## src/rtl/usx_rep_pkg.sv

```systemverilog
package usx_rep_pkg;

  localparam int LANE_W = 8;

  localparam logic [LANE_W-1:0] CH_IDLE  = 8'h07;
  localparam logic [LANE_W-1:0] CH_START = 8'hFB;
  localparam logic [LANE_W-1:0] CH_TERM  = 8'hFD;
  localparam logic [LANE_W-1:0] CH_FILL  = 8'hAA;

  // strobes from control to datapath
  typedef struct packed {
    logic accept;    // take a new source word
    logic holdCopy;  // emit a repeat of the held word
  } repStrobe_t;

  function automatic int repCount(input logic halfRate, input logic [2:0] code);
    int n;
    n = 0;
    if (halfRate) begin
      case (code)
        3'b000:  n = 499;
        3'b001:  n = 49;
        3'b010:  n = 4;
        3'b100:  n = 1;
        default: n = 0;
      endcase
    end else begin
      case (code)
        3'b000:  n = 999;
        3'b001:  n = 99;
        3'b010:  n = 9;
        3'b100:  n = 3;
        3'b101:  n = 1;
        default: n = 0;
      endcase
    end
    return n;
  endfunction

endpackage

```

## src/rtl/usx_rep_ctrl.sv

```systemverilog
module usx_rep_ctrl
  import usx_rep_pkg::*;
#(
  parameter int CNT_W = 10
) (
  input  logic       clk,
  input  logic       rst,
  input  logic       cfgEnable,
  input  logic       cfgHalfRate,
  input  logic [2:0] cfgSpeed,
  output repStrobe_t strobe,
  output logic       srcReady
);

  logic [CNT_W-1:0] repCnt;
  logic             stallFlag;
  logic             runReady;

  always_ff @(posedge clk) begin
    if (rst) begin
      repCnt    <= '0;
      stallFlag <= 1'b0;
      runReady  <= 1'b0;
    end else begin
      runReady <= 1'b1;
      if (cfgEnable) begin
        if (repCnt == '0) begin
          repCnt    <= CNT_W'(repCount(cfgHalfRate, cfgSpeed));
          stallFlag <= 1'b0;
        end else begin
          repCnt    <= repCnt - 1'b1;
          stallFlag <= 1'b1;
        end
      end else begin
        repCnt    <= '0;
        stallFlag <= 1'b0;
      end
    end
  end

  always_comb begin
    strobe.accept   = runReady && !stallFlag;
    strobe.holdCopy = stallFlag;
  end

  assign srcReady = strobe.accept;

endmodule

```

## src/rtl/usx_rep_dpath.sv

```systemverilog
module usx_rep_dpath
  import usx_rep_pkg::*;
#(
  parameter int LANES = 4
) (
  input  logic                    clk,
  input  logic                    rst,
  input  repStrobe_t              strobe,
  input  logic [LANES*LANE_W-1:0] srcData,
  input  logic [LANES-1:0]        srcCtrl,
  output logic [LANES*LANE_W-1:0] outData,
  output logic [LANES-1:0]        outCtrl,
  output logic                    outSop
);

  localparam int DATA_W = LANES * LANE_W;
  localparam logic [DATA_W-1:0] IDLE_WORD = {LANES{CH_IDLE}};

  logic [LANES-1:0]  termLane;
  logic              heldStart;
  logic              srcStart;
  logic [DATA_W-1:0] nextData;
  logic [LANES-1:0]  nextCtrl;
  logic              nextSop;

  for (genvar i = 0; i < LANES; i++) begin : g_term
    assign termLane[i] = outCtrl[i] && (outData[i*LANE_W +: LANE_W] == CH_TERM);
  end

  assign heldStart = outCtrl[0] && (outData[LANE_W-1:0] == CH_START);
  assign srcStart  = srcCtrl[0] && (srcData[LANE_W-1:0] == CH_START);

  always_comb begin
    nextData = outData;
    nextCtrl = outCtrl;
    nextSop  = 1'b0;
    if (strobe.accept) begin
      nextData = srcData;
      nextCtrl = srcCtrl;
      nextSop  = srcStart;
    end else if (strobe.holdCopy) begin
      if (|termLane) begin
        nextData = IDLE_WORD;
        nextCtrl = '1;
      end else if (heldStart) begin
        nextData[LANE_W-1:0] = CH_FILL;
        nextCtrl[0]          = 1'b0;
      end
    end
  end

  always_ff @(posedge clk) begin
    if (rst) begin
      outData <= IDLE_WORD;
      outCtrl <= '1;
      outSop  <= 1'b0;
    end else begin
      outData <= nextData;
      outCtrl <= nextCtrl;
      outSop  <= nextSop;
    end
  end

endmodule

```

## src/rtl/usx_tx_replicator.sv

```systemverilog
module usx_tx_replicator
  import usx_rep_pkg::*;
#(
  parameter int LANES = 4,
  parameter int CNT_W = 10
) (
  input  logic                    clk,
  input  logic                    rst,
  input  logic                    cfgRepEnable,
  input  logic                    cfgHalfRate,
  input  logic [2:0]              cfgSpeed,
  input  logic [LANES*LANE_W-1:0] srcData,
  input  logic [LANES-1:0]        srcCtrl,
  output logic                    srcReady,
  output logic [LANES*LANE_W-1:0] outData,
  output logic [LANES-1:0]        outCtrl,
  output logic                    outSop
);

  repStrobe_t strobe;

  usx_rep_ctrl #(.CNT_W(CNT_W)) i_ctrl (
    .clk         (clk),
    .rst         (rst),
    .cfgEnable   (cfgRepEnable),
    .cfgHalfRate (cfgHalfRate),
    .cfgSpeed    (cfgSpeed),
    .strobe      (strobe),
    .srcReady    (srcReady)
  );

  usx_rep_dpath #(.LANES(LANES)) i_dpath (
    .clk     (clk),
    .rst     (rst),
    .strobe  (strobe),
    .srcData (srcData),
    .srcCtrl (srcCtrl),
    .outData (outData),
    .outCtrl (outCtrl),
    .outSop  (outSop)
  );

endmodule

```

## config.mk

```make
export PLATFORM = sky130hd
export DESIGN_NAME = usx_tx_replicator
export DESIGN_NICKNAME = d
export VERILOG_FILES = /design/src/rtl/usx_rep_pkg.sv /design/src/rtl/usx_rep_ctrl.sv /design/src/rtl/usx_rep_dpath.sv /design/src/rtl/usx_tx_replicator.sv
export SDC_FILE = /design/constraint.sdc
export NUM_CORES = 1
export LEC_CHECK = 0
export BUFFER_PORTS_ARGS = -buffer_cell sky130_fd_sc_hd__clkbuf_2
export CORE_ASPECT_RATIO = 0.5
export CORE_UTILIZATION = 48
export DETAILED_ROUTE_END_ITERATION = 8
export GPL_ROUTABILITY_DRIVEN = 0
export GPL_TIMING_DRIVEN = 0
export PLACE_DENSITY = 0.8
export SYNTH_ARGS = -nofsm -noshare
export SYNTH_HDL_FRONTEND = slang
export SYNTH_HIERARCHICAL = 1
export SYNTH_SLANG_ARGS = --single-unit
```

## constraint.sdc

```tcl
create_clock -name clk -period 1.9 [get_ports clk]
set_clock_uncertainty 0.1 [all_clocks]
set_input_delay 0.19 -clock clk [delete_from_list [all_inputs] [get_ports clk]]
set_output_delay 0.19 -clock clk [all_outputs]
set_load 0.1 [all_outputs]
```

[After elaboration in Yosys (flattened, before gate mapping)]
Cells that the tools add are included.
Cells by class
  add/subtract/negate cells: 1
  eq/ne operators: 10
  multiplexer cells: 16
  bitwise logic cells: 2
  reduce and logical (&&, ||, !) cells: 18
Operator list (count)
  32-bit two-way mux: 2
  10-bit one-hot mux with 5 select lines: 1
  8-bit equality test, second input constant: 6
  9-bit one-hot mux with 4 select lines: 1
  24-bit two-way mux: 1
  10-bit two-way mux: 2
  8-bit two-way mux: 2
  10-bit logical NOT: 1
  10-bit by 1-bit subtractor with 10-bit output, second input constant: 1
  4-bit two-way mux: 2
  1-bit logical AND: 7
  3-bit equality test, second input constant: 2
  1-bit two-way mux: 4
  2-bit AND reduction: 2
  2-bit nonzero test: 2
  2-bit OR reduction: 2
  4-bit OR reduction: 1
  3-bit by 1-bit equality test with 1-bit output, second input constant: 1
  3-bit by 2-bit equality test with 1-bit output, second input constant: 1
  3-bit logical NOT: 1
  3-bit two-way mux: 1
  3-bit nonzero test: 1
  1-bit NOT: 2
  1-bit logical NOT: 1
Storage, ports and cells
  register bits: 49
  input bits: 43
  output and inout port bits: 38
  word-level logic and storage cells: 55

[Longest topological paths before layout]
  word-level depth: 6
  mapped depth: 8
  depth with buffers taken out: 6

[Hierarchy]
Netlist, hierarchy kept.
By module, submodules not included
  usx_rep_dpath: instances 1, cells an instance 124, area each 1367.6 µm², seq. area each 740.7 µm²
  usx_rep_ctrl: instances 1, cells an instance 81, area each 689.4 µm², seq. area each 240.2 µm²

[Worst setup path after synthesis]
OpenSTA, ideal clock, no wires.
  path kind: reg2reg
  from: reg i_ctrl.runReady
  to: reg i_dpath.outData[11]
  arrival time: 2939 ps
  required time: 1737 ps
  slack: -1202 ps
  cell stages (with the launch flop): 8
  path buffers: 3
  clock period less this slack: 3102 ps
  cell sequence: dfxtp_1 nor2b_1 buf_4 buf_2 inv_1 nor2_1 clkbuf_1 a22o_1
On the way
  cells in the longest elaborated chain, start to end: 3
  elaborated cells between the ends (all ways): 5
  classes of those cells: 1 x mux; 4 x reduce/logical
Ends and longest elaborated chain
  start, declared: RTL line usx_rep_ctrl.sv:17  | logic runReady;
  start signal, assigned: RTL line usx_rep_ctrl.sv:23  | runReady <= 1'b0;
  start signal, assigned: RTL line usx_rep_ctrl.sv:25  | runReady <= 1'b1;
  1-bit logical AND (*): RTL line usx_rep_ctrl.sv:42  | strobe.accept = runReady && !stallFlag;
  net srcReady: RTL line usx_tx_replicator.sv:14  | output logic srcReady,
  2-bit nonzero test (no source line)
  2-bit AND reduction (no source line)
  end signal, assigned: RTL line usx_rep_dpath.sv:58  | outData <= nextData;
  end, declared: RTL line usx_rep_dpath.sv:11  | output logic [LANES*LANE_W-1:0] outData,
Mark *: on every way through the listed nets, which the timed path passes. The rest lies on a longest branch.
A chain may end at the register's enable or synchronous reset.

[Final worst setup path]
  from: reg i_dpath.outData[6]
  to: reg i_dpath.outData[29]
On the way
  cells in the longest elaborated chain, start to end: 5
Ends and longest elaborated chain
  8-bit equality test: RTL line usx_rep_dpath.sv:27  | assign termLane[i] = outCtrl[i] && (outData[i*LANE_W +: LANE_W] == CH_TERM);
  1-bit logical AND: RTL line usx_rep_dpath.sv:27
  4-bit OR reduction: RTL line usx_rep_dpath.sv:42  | if (|termLane) begin
  2-bit nonzero test (no source line)
  2-bit AND reduction (no source line)
Every way passes these cells.

==> impl_metrics.json <==
{
  "dpl_cell_area_mm2": 0.00267,
  "syn_to_final_growth_pct": 47.6,
  "grt_max_degree": 16,
  "worst_slew_pin_slew_ps": 560,
  "fin_crit_ps": 1850,
  "busiest_layer": "met2",
  "synth-seq-cells": 49,
  "finalMaxSlewViolations": 0,
  "cp.arrival_ps": 1940,
  "firstDrtPassIters": 4,
  "relSlewSlack_pct": 62.8,
  "most-common-layout-cells": "81 x clkbuf_2, 28 x dfxtp_4, 25 x dlygate4sd3_1",
  "drtIter0Drc": 85,
  "rsz0062_at_grt": "yes",
  "ys_async_sr_fraction_pct": 0,
  "syn_nets": 250,
  "fmax_ghz": 0.541,
  "hp-class": "input pin to flop",
  "path_cells": "nand4_1, nor4_2, o41ai_2, and2_4, buf_6, buf_8, a22o_1",
  "track_usage_pct": 25.2,
  "crit_fanout": 10,
  "critical_path.top_delay_family": "simple AND/OR/NAND/NOR gates",
  "p_per_area_mw_per_mm2": 1410,
  "critPathBufInv": 2,
  "grt_pass1_wl_um": 8400,
  "p_total_mw": 4.29,
  "hold-path-cell-count": 2,
  "synthesis.area_mm2": 0.00206,
  "cts_buffers": 5,
  "cp-end-kind": "flop",
  "drv_cap": 0,
  "grtUsageMet2_pct": 48.8,
  "dieArea_mm2": 0.00457,
  "insertedDiodeCount": 0,
  "finalSetupViolCount": 0,
  "ys.flop_type": "dfxtp_1",
  "postLayoutSetupSlackWorst_ps": 52.9,
  "synth_edf_count": 0,
  "worstSetupStartpointType": "flop",
  "p_leak_nw": 1.31,
  "fin_nets": 362,
  "antenna_left": 0,
  "crit_slowest_cell": "dfxtp_4",
  "synth_cells": 205,
  "clock_sinks": 49,
  "yosysSeqAreaShare_pct": 47.7,
  "post-route-period-util_pct": 97.2,
  "start_util_pct": 51.4,
  "status": "complete, no violations",
  "dpl.hpwl_um": 3780,
  "path_clk_slew_ps": 90,
  "pin_count": 81,
  "numPortBuffers": 79,
  "grt_antenna_before_repair": 0,
  "vdd_drop_max_mv": 1.09,
  "grtUsageMet1_pct": 28.0,
  "synth_cell_types": 51,
  "finalWirelength_um": 5840,
  "rrSetupSlack_ps": 50,
  "fp.dieW_um": 94.6,
  "vias": 2067,
  "design_area_mm2": 0.00304,
  "criticalPathCategory": "flop to flop",
  "routedWlPerCell_um": 15.7,
  "finalHoldViolCount": 0,
  "viasPerCell": 5.56,
  "grt_overflow_total": 0,
  "h-tree-depth": 2,
  "root_buffer": "clkbuf_8",
  "syn_avg_cell_area_um2": 10.0,
  "cts_tree": "built",
  "cts_buffer_depth": 2,
  "die_height_um": 48.3,
  "r2r_cells": 7,
  "yosys_warnings": 6,
  "worstSetupPathDepth": 7,
  "place_ws_ps": 21.6,
  "globalRouteMet3Util_pct": 6.07,
  "mostFrequentLayoutCell": "clkbuf_2",
  "cp_data_required_time_ps": 2000,
  "drc": 0,
  "max_stage_delay_ps": 360,
  "rows": 16,
  "clock_latency_ps": 300,
  "core_mm2": 0.00400,
  "grt_pass1_vias": 1842,
  "final_layout_size_suffix_gt1_share_pct": 48.4
}
## final cells by class
cell class	count	area, um2
buffer	11	82.6
multi-input combinational	139	1030
sequential	49	1100
timing repair buffer	105	653
inverter	6	22.5
fill	267	967
clock buffer	5	68.8
tap	54	67.6
clock inverter	3	17.5
## final timing paths
path | startpoint | end
setup / recovery | i_dpath/outData[6] | i_dpath/outData[29]
hold / removal | srcData[1] | i_dpath/outData[1]
hold reg to reg | i_dpath/outData[11] | i_dpath/outData[11]
setup reg to reg | i_dpath/outData[6] | i_dpath/outData[29]
## worst reg2reg max path, cell delays in order (launching register included)
cell     delay [ps]
dfxtp_4         360
nand4_1         150
nor4_2          330
o41ai_2         160
and2_4          160
buf_6           120
buf_8           130
a22o_1          230
## registers in the layout, summed over array words and instances (netlist names)
signal and flops:
i_dpath/outCtrl 4, i_ctrl/repCnt 10, i_ctrl/runReady 1, i_ctrl/stallFlag 1, i_dpath/outSop 1, i_dpath/outData 32
## metrics by stage
stage / hold WS (ps) / cells / TNS (ps) / utilization (%)
floorplan: 152 / 205 / -557 / -
global placement: 293 / 338 / 0 / 66.6
detailed placement: 300 / 338 / 0 / 66.6
CTS: 0.323 / 369 / 0 / 74.5
global route: 0.324 / 372 / -87.8 / 75.8
finish: 14.5 / 372 / 0 / 75.8
## metal layers
| layer | vias to the layer above | wire length (um) |
|---|---|---|
| li1 | 1007 | - |
| met3 | 15 | 243 |
| met1 | 979 | 2520 |
| met5 | - | 0 |
| met4 | 0 | 146 |
| met2 | 66 | 2940 |
## power breakdown
| group | internal, mW | switching, mW | total, mW |
|---|---|---|---|
| Sequential | 1.25 | 0.206 | 1.46 |
| Combinational | 0.711 | 1.53 | 2.24 |
| Clock | 0.254 | 0.342 | 0.597 |
## cells by family after synthesis
kind of cell / after synthesis / share of synthesized area, %
AND/OR/NAND/NOR: 66 / 18.7
multiplexers: 2 / 1.03
AO/OA/AOI/OAI: 63 / 24.3
flip-flops: 49 / 47.7
adder cells (fa/ha/maj): 3 / 1.70
buffers and inverters: 17 / 4.50
XOR/XNOR: 5 / 2.13
## cell usage after synthesis, types with 2 or more instances
master | instances | area [um2]
dfxtp_1 | 49 | 981
nor2_1 | 13 | 48.8
o22a_1 | 12 | 105
nand2_1 | 11 | 41.3
a22o_1 | 10 | 87.6
a21oi_1 | 9 | 45.0
nor3_1 | 9 | 45.0
inv_1 | 6 | 22.5
a211oi_1 | 5 | 37.5
a22o_2 | 5 | 50.1
clkbuf_1 | 5 | 18.8
nand4_1 | 5 | 31.3
nand3_1 | 4 | 20.0
nor2b_1 | 4 | 25.0
a311oi_1 | 3 | 26.3
o21ai_0 | 3 | 15.0
o22ai_1 | 3 | 18.8
xor2_1 | 3 | 26.3
a211o_1 | 2 | 17.5
a21o_1 | 2 | 15.0
a221o_1 | 2 | 20.0
buf_2 | 2 | 10.0
buf_4 | 2 | 15.0
ha_1 | 2 | 25.0
nand3b_1 | 2 | 15.0
nor3b_1 | 2 | 15.0
nor4_1 | 2 | 12.5
o31ai_1 | 2 | 15.0
or2_2 | 2 | 12.5
or3_1 | 2 | 12.5
xnor2_1 | 2 | 17.5
## what timing repair did
| action | CTS | global route |
|---|---|---|
| setup buffers | 0 | 1 |
| endpoints found under the hold margin | 23 | 2 |
| endpoints found under the setup margin | 0 | 33 |
| gates resized for setup | 0 | 8 |
| hold buffers | 23 | 2 |
Power figures use the tool's default switching activity.
